## config.mk

```make
export PLATFORM = sky130hd
export DESIGN_NAME = pmp_csr_bank
export DESIGN_NICKNAME = d
export VERILOG_FILES = /design/src/rtl/pmp_chk_pkg.sv /design/src/rtl/pmp_csr_bank.sv
export SDC_FILE = /design/constraint.sdc
export NUM_CORES = 1
export LEC_CHECK = 0
export BUFFER_PORTS_ARGS = -buffer_cell sky130_fd_sc_hd__buf_2
export CAP_MARGIN = 20
export CELL_PAD_IN_SITES_DETAIL_PLACEMENT = 1
export CELL_PAD_IN_SITES_GLOBAL_PLACEMENT = 2
export CORE_MARGIN = 5
export CORE_UTILIZATION = 35
export DETAILED_ROUTE_END_ITERATION = 7
export PLACE_DENSITY_LB_ADDON = 0.1
export SETUP_SLACK_MARGIN = 0.2
export SLEW_MARGIN = 10
export SYNTH_ARGS = -nofsm -noshare
export SYNTH_HDL_FRONTEND = slang
export SYNTH_SLANG_ARGS = --single-unit
```

## constraint.sdc

```tcl
create_clock -name clk -period 0.85 [get_ports clk]
set_input_delay 0.0425 -clock clk [delete_from_list [all_inputs] [get_ports clk]]
set_output_delay 0.0425 -clock clk [all_outputs]
set_load 0.005 [all_outputs]
```

## src/rtl/pmp_chk_pkg.sv

```systemverilog
package pmp_chk_pkg;

  // Match-mode encoding held in configuration bits 4:3
  typedef enum logic [1:0] {
    MODE_OFF   = 2'd0,
    MODE_TOR   = 2'd1,
    MODE_WORD4 = 2'd2,
    MODE_POW2  = 2'd3
  } match_mode_e;

  typedef enum logic [1:0] {
    KIND_READ  = 2'd0,
    KIND_WRITE = 2'd1,
    KIND_FETCH = 2'd2,
    KIND_NONE  = 2'd3
  } acc_kind_e;

  // Stored form of one region's configuration byte (reserved bits dropped)
  typedef struct packed {
    logic        lock;
    match_mode_e mode;
    logic        perm_x;
    logic        perm_w;
    logic        perm_r;
  } region_cfg_t;

  localparam int unsigned GRAN_BYTES   = 4;
  localparam int unsigned FIELDS_PER_REG = 4;
  localparam logic [3:0]  DENY_CAUSE   = 4'd1;

endpackage

```

## src/rtl/pmp_csr_bank.sv

```systemverilog
module pmp_csr_bank
  import pmp_chk_pkg::*;
#(
  parameter int unsigned ENTRIES = 16,
  parameter int unsigned ADDR_W  = 32,
  localparam int unsigned CFG_REGS = ENTRIES / FIELDS_PER_REG,
  localparam int unsigned CSEL_W   = (CFG_REGS > 1) ? $clog2(CFG_REGS) : 1,
  localparam int unsigned ESEL_W   = (ENTRIES > 1) ? $clog2(ENTRIES) : 1,
  localparam int unsigned RA_W     = ADDR_W - 2
) (
  input  logic                     clk,
  input  logic                     rst_n,
  input  logic                     cfg_we,
  input  logic [CSEL_W-1:0]        cfg_sel,
  input  logic [31:0]              cfg_wdata,
  input  logic                     addr_we,
  input  logic [ESEL_W-1:0]        addr_sel,
  input  logic [RA_W-1:0]          addr_wdata,
  output region_cfg_t              ent_cfg  [ENTRIES],
  output logic [RA_W-1:0]          ent_addr [ENTRIES]
);

  // Reserved bits 6:5 of every byte carry no state
  logic unused_rsvd;
  assign unused_rsvd = ^{cfg_wdata[30:29], cfg_wdata[22:21],
                         cfg_wdata[14:13], cfg_wdata[6:5]};

  for (genvar e = 0; e < ENTRIES; e++) begin : g_ent
    localparam int unsigned REG_IX = e / FIELDS_PER_REG;
    localparam int unsigned LSB    = 8 * (e % FIELDS_PER_REG);
    region_cfg_t cfg_q;
    logic [RA_W-1:0] addr_q;

    // region e lives in byte (e mod 4) of register e/4
    always_ff @(posedge clk or negedge rst_n) begin
      if (!rst_n) begin
        cfg_q <= '0;
      end else if (cfg_we && (cfg_sel == CSEL_W'(REG_IX))) begin
        cfg_q.lock   <= cfg_wdata[LSB+7];
        cfg_q.mode   <= match_mode_e'(cfg_wdata[LSB+4 -: 2]);
        cfg_q.perm_x <= cfg_wdata[LSB+2];
        cfg_q.perm_w <= cfg_wdata[LSB+1];
        cfg_q.perm_r <= cfg_wdata[LSB];
      end
    end

    always_ff @(posedge clk or negedge rst_n) begin
      if (!rst_n) begin
        addr_q <= '0;
      end else if (addr_we && (addr_sel == ESEL_W'(e))) begin
        addr_q <= addr_wdata;
      end
    end

    assign ent_cfg[e]  = cfg_q;
    assign ent_addr[e] = addr_q;

    p_cfg_lock_r2: assert property (@(posedge clk) disable iff (!rst_n)
      (cfg_we && cfg_sel == CSEL_W'(REG_IX)) |=>
        (ent_cfg[e].lock == $past(cfg_wdata[LSB+7]) &&
         ent_cfg[e].perm_r == $past(cfg_wdata[LSB])));

    p_cfg_hold_r2: assert property (@(posedge clk) disable iff (!rst_n)
      !(cfg_we && cfg_sel == CSEL_W'(REG_IX)) |=> $stable(ent_cfg[e]));

    p_addr_write_r3: assert property (@(posedge clk) disable iff (!rst_n)
      (addr_we && addr_sel == ESEL_W'(e)) |=> ent_addr[e] == $past(addr_wdata));
  end

endmodule

```

Word-level counts from Yosys, hierarchy flattened
Index checks and enable logic that the tools add are counted.

Flip-flop bits (word level): 576. Latch bits: 0. Word-level logic and storage cells: 136. Bits in writable memories: 0. Memories: 0. ROM bits: 0.

Mux-type cells: 0. Bitwise logic cells: 0. Add/sub/neg operators: 0. Shift-type cells: 0. Div/mod/pow operators: 0. $lt $le $gt $ge: 0. Multiply operators: 0. Equality and inequality tests: 18. Reduce and logical (&&, ||, !) cells: 22.

Operators by type and width (count): $eq 4x4->1 const B (8); $logic_and 1x1->1 (20); $eq 4x3->1 const B (4); $eq 4x2->1 const B (2); $eq 2x2->1 const B (2); $eq 4x1->1 const B (1); $logic_not 4->1 (1); $eq 2x1->1 const B (1); $logic_not 2->1 (1).

Logic depth before layout (Yosys ltp)
Word-level depth: 2. Gate-level depth with buffers: 4.

Worst setup path after synthesis
Ideal clock, no wire load.

Kind: in2reg. From: in addr_sel[3]. To: reg g_ent[4].addr_q[0]. Data required time: 0.725 ns. Stages: 4. Arrival: 1.041 ns. Path buffers: 1. Slack: -0.316 ns. Path through: nand3b_1 or3_4 buf_6 mux2_4.

Cells in the longest elaborated chain, start to end: 2.

RTL lines: start, declared (line pmp_csr_bank.sv:17) `input logic [ESEL_W-1:0] addr_sel,`; $eq 4x3->1 (line pmp_csr_bank.sv:50) `end else if (addr_we && (addr_sel == ESEL_W'(e))) begin`; $logic_and 1x1->1 (line pmp_csr_bank.sv:50); end signal, assigned (line pmp_csr_bank.sv:51) `addr_q <= addr_wdata;`; end, declared (line pmp_csr_bank.sv:32) `logic [RA_W-1:0] addr_q;`.

No other way between the ends. A chain may end at the register's enable or synchronous reset.

Worst setup path in the final report
From: reg g_ent[8].addr_q[4]. To: out ent_addr[214] (netlist name).

RTL lines: start, declared (line pmp_csr_bank.sv:32); start signal, assigned (line pmp_csr_bank.sv:51); end, declared (line pmp_csr_bank.sv:20) `output logic [RA_W-1:0] ent_addr [ENTRIES]`.

No word-level cell between the ends.

==> key figures <==
Worst setup path
  • Max stage delay on crit path: 0.38 ns
  • Worst endpoint required time: 0.81 ns
  • Data arrival, critical path: 1.20 ns
  • Worst Setup Path Type: reg -> out
  • Worst setup SP type: register
  • Slowest cell on crit path: dfrtp_1
  • Crit Path Max Fanout: 2
  • Crit end category: primary output
  • Crit path top cell by count: buf_6
  • CP Cell Sequence: buf_6, buf_6

Floorplanning
  • Die ar.: 66,800 um^2
  • Core area: 61,400 um^2
  • Die W: 258 um
  • IO Pins: 648
  • Die height: 258 um
  • Initial Utilization: 0.352
  • Site Rows: 91

Timing
  • Minimum hold slack: -0.0323 ns
  • TNS Setup: -203.81 ns
  • Final Cycle Share: 1.46
  • Hold Violations, Final: 5
  • Final setup viols: 1,072
  • Max Freq: 808 MHz
  • Worst Tran Pin Value: 0.595 ns
  • Slew Limit Fails: 0
  • Final Skew: 0 ns
  • Min Tclk post-route: 1.24 ns
  • Slew margin rel.: 0.602
  • Unrepaired setup endpoints after global routing: true
  • PnR worst setup slack: -0.388 ns

Detailed routing
  • # DRC: 0
  • TritonRoute pass-1 iters: 4
  • Via count: 15,656
  • Final ANT Viol Nets: 0
  • Vias per cell: 4.79
  • 1st-iter DRT viols: 648
  • DRT Wirelength: 89,600 um
  • DR WL/cell: 27.4 um

Pwr
  • P_leak: 18.2 nW
  • Int Power: 0.0716 W
  • Clock Power Share: 0.292
  • Net Sw Frac: 0.271
  • Pwr Density: 2700 nW/um^2
  • Sw Pwr: 0.0266 W
  • Comb pwr share: 0.320
  • Seq pwr share: 0.388
  • Peak supply drop: 1.61 mV

Clocking
  • Worst skew pair latency: 0.58 ns
  • Number of CTS-inserted buffers: 68
  • Clk sinks: 576
  • Root buf cell: clkbuf_16
  • CTS H-tree depth: 3
  • CTS tree: yes
  • CTS clk-pin slew, worst paths: 0.06 ns
  • Max clock buf depth: 3

Placement
  • DP Cell Count: 2,698
  • PortBufs: 639
  • Post-DP HPWL: 56,700 um
  • Gpl congestion: 0.796

Layout
  • Commonest non-fill, non-tap cell in the layout: dfrtp_1
  • Finished Layout Cells: 3,266
  • Footprint of the multi-input gates: 8310 um^2
  • Layout fillers: 5,765
  • Share of layout cells above drive strength 1: 0.746
  • Final net count: 2,503
  • Most frequent cells in the layout: dfrtp_1 (576), buf_6 (463), buf_2 (440)
  • Synth-to-layout area growth: 68.5%
  • FF+latch area: 14,400 um^2
  • Post-layout util: 0.593

Yosys
  • Synth Instances: 1,266
  • Yosys cell types: 16
  • Synth Cell Area: 21,600 um^2
  • Post-synth net total: 1,338
  • Seq/Total Area, Yosys: 0.668
  • Mean Syn Cell Area: 17.1 um^2
  • Yosys reg bits: 576
  • Synth Warn #: 0

Job
  • Max-cap violations: 0

Hold path
  • Hold Path Class: in -> async

Global route
  • Tot GR Track Use: 0.241
  • Grt total ovfl: 0
  • Initial antenna violation count: 3
  • First-pass GRT wire length: 120,000 um
  • Pin count of the biggest net entering global routing: 48
  • Vias in the first global route: 16,905

Status
  • Status: finished with violations
  • Failing checks: negative hold slack, negative setup slack
[area by class of cell]
class	count	share of cell area
sequential	576	0.396
timing repair buffer	1181	0.288
multi-input combinational	604	0.229
clock buffer	109	0.0583
tap	790	0.0272
clock inverter	4	0.00124
antenna	2	0.000138
[worst max-delay path: cells and delay by family, from the launching register on]
kind	cells	cell delay (ns)
flops	1	0.38
buf+inv	2	0.22
[power groups by stage]
stage | logic (W) | registers, W | clock network, W
after floorplan | 0.00803 | 0.0377 | 0
after global placement | 0.0197 | 0.0374 | 0
after detailed placement | 0.0200 | 0.0375 | 0
after CTS | 0.0264 | 0.0374 | 0.0293
after global routing | 0.0330 | 0.0387 | 0.0307
final | 0.0314 | 0.0381 | 0.0287
[final timing paths]
check                                             to            startpoint  slack [ns]  depth (start not counted)
worst max-delay path                   ent_addr[214]    g_ent[8].addr_q[4]       -0.39                          2
worst min-delay path              g_ent[6].addr_q[9]                 rst_n       -0.03                          2
worst max register to register  g_ent[15].addr_q[14]  g_ent[15].addr_q[14]       -0.18                          3
worst min register to register   g_ent[1].addr_q[20]   g_ent[1].addr_q[20]        0.50                          1
min in group clk                g_ent[10].addr_q[26]        addr_wdata[26]        0.04                          2
max in group asynchronous                 ent_cfg[8]                 rst_n       -0.08                          4
[registers in the layout (all words and copies together), names as in the netlist]
register / cells
g_ent.addr_q: 480
ent_cfg: 96
[metrics by stage]
step | hold slack (ns) | instance area [um^2] | setup WS (ns) | total power (W)
2_1_floorplan | -0.253 | 23200 | -0.316 | 0.0457
3_3_place_gp | -0.152 | 27900 | -0.632 | 0.0571
3_5_place_dp | -0.152 | 27900 | -0.655 | 0.0575
4_1_cts | -0.0709 | 33500 | -0.434 | 0.0931
5_1_grt | -0.0468 | 36400 | -0.438 | 0.102
6_report | -0.0323 | 36400 | -0.388 | 0.0982
[Yosys cell counts, drive strengths merged]
cell type | instances | area share
dfrtp | 576 | 0.67
mux2 | 576 | 0.31
buf | 56 | 0.014
clkbuf | 30 | 0.0052
nor2 | 10 | 0.0017
nand3b | 6 | 0.0021
nand2b | 3 | 0.00087
nand2 | 2 | 0.00035
nand3 | 2 | 0.00046
nor3b | 2 | 0.0012
or3 | 2 | 0.00081
nor2b | 1 | 0.00029
[kinds of logic (layout without fill, tap and decap cells)]
family | count (synthesis) | count (layout) | share of synthesized area
other cells | 0 | 2 | 0
buf+inv | 86 | 1294 | 0.0191
mux | 576 | 576 | 0.306
flops | 576 | 576 | 0.668
simple gates | 28 | 28 | 0.00777
[what timing repair did]
item | 4_1_cts | 5_1_grt
endpoints found under the setup margin | 1152 | 1675
hold buffers | 27 | 1
cloned | 4 | 11
setup buffers | 254 | 157
gates resized for setup | 273 | 353
hold endpoints to repair | 691 | 576
pin swaps | 1 | 6
[layer usage]
layer | share of wire | up-vias | track usage
li1 | - | 6756 | -
met1 | 0.39 | 8298 | 0.288
met2 | 0.51 | 468 | 0.416
met3 | 0.070 | 132 | 0.0771
met4 | 0.036 | 2 | 0.0782
met5 | 0.00015 | - | 0
(Power assumes the default switching activity.)
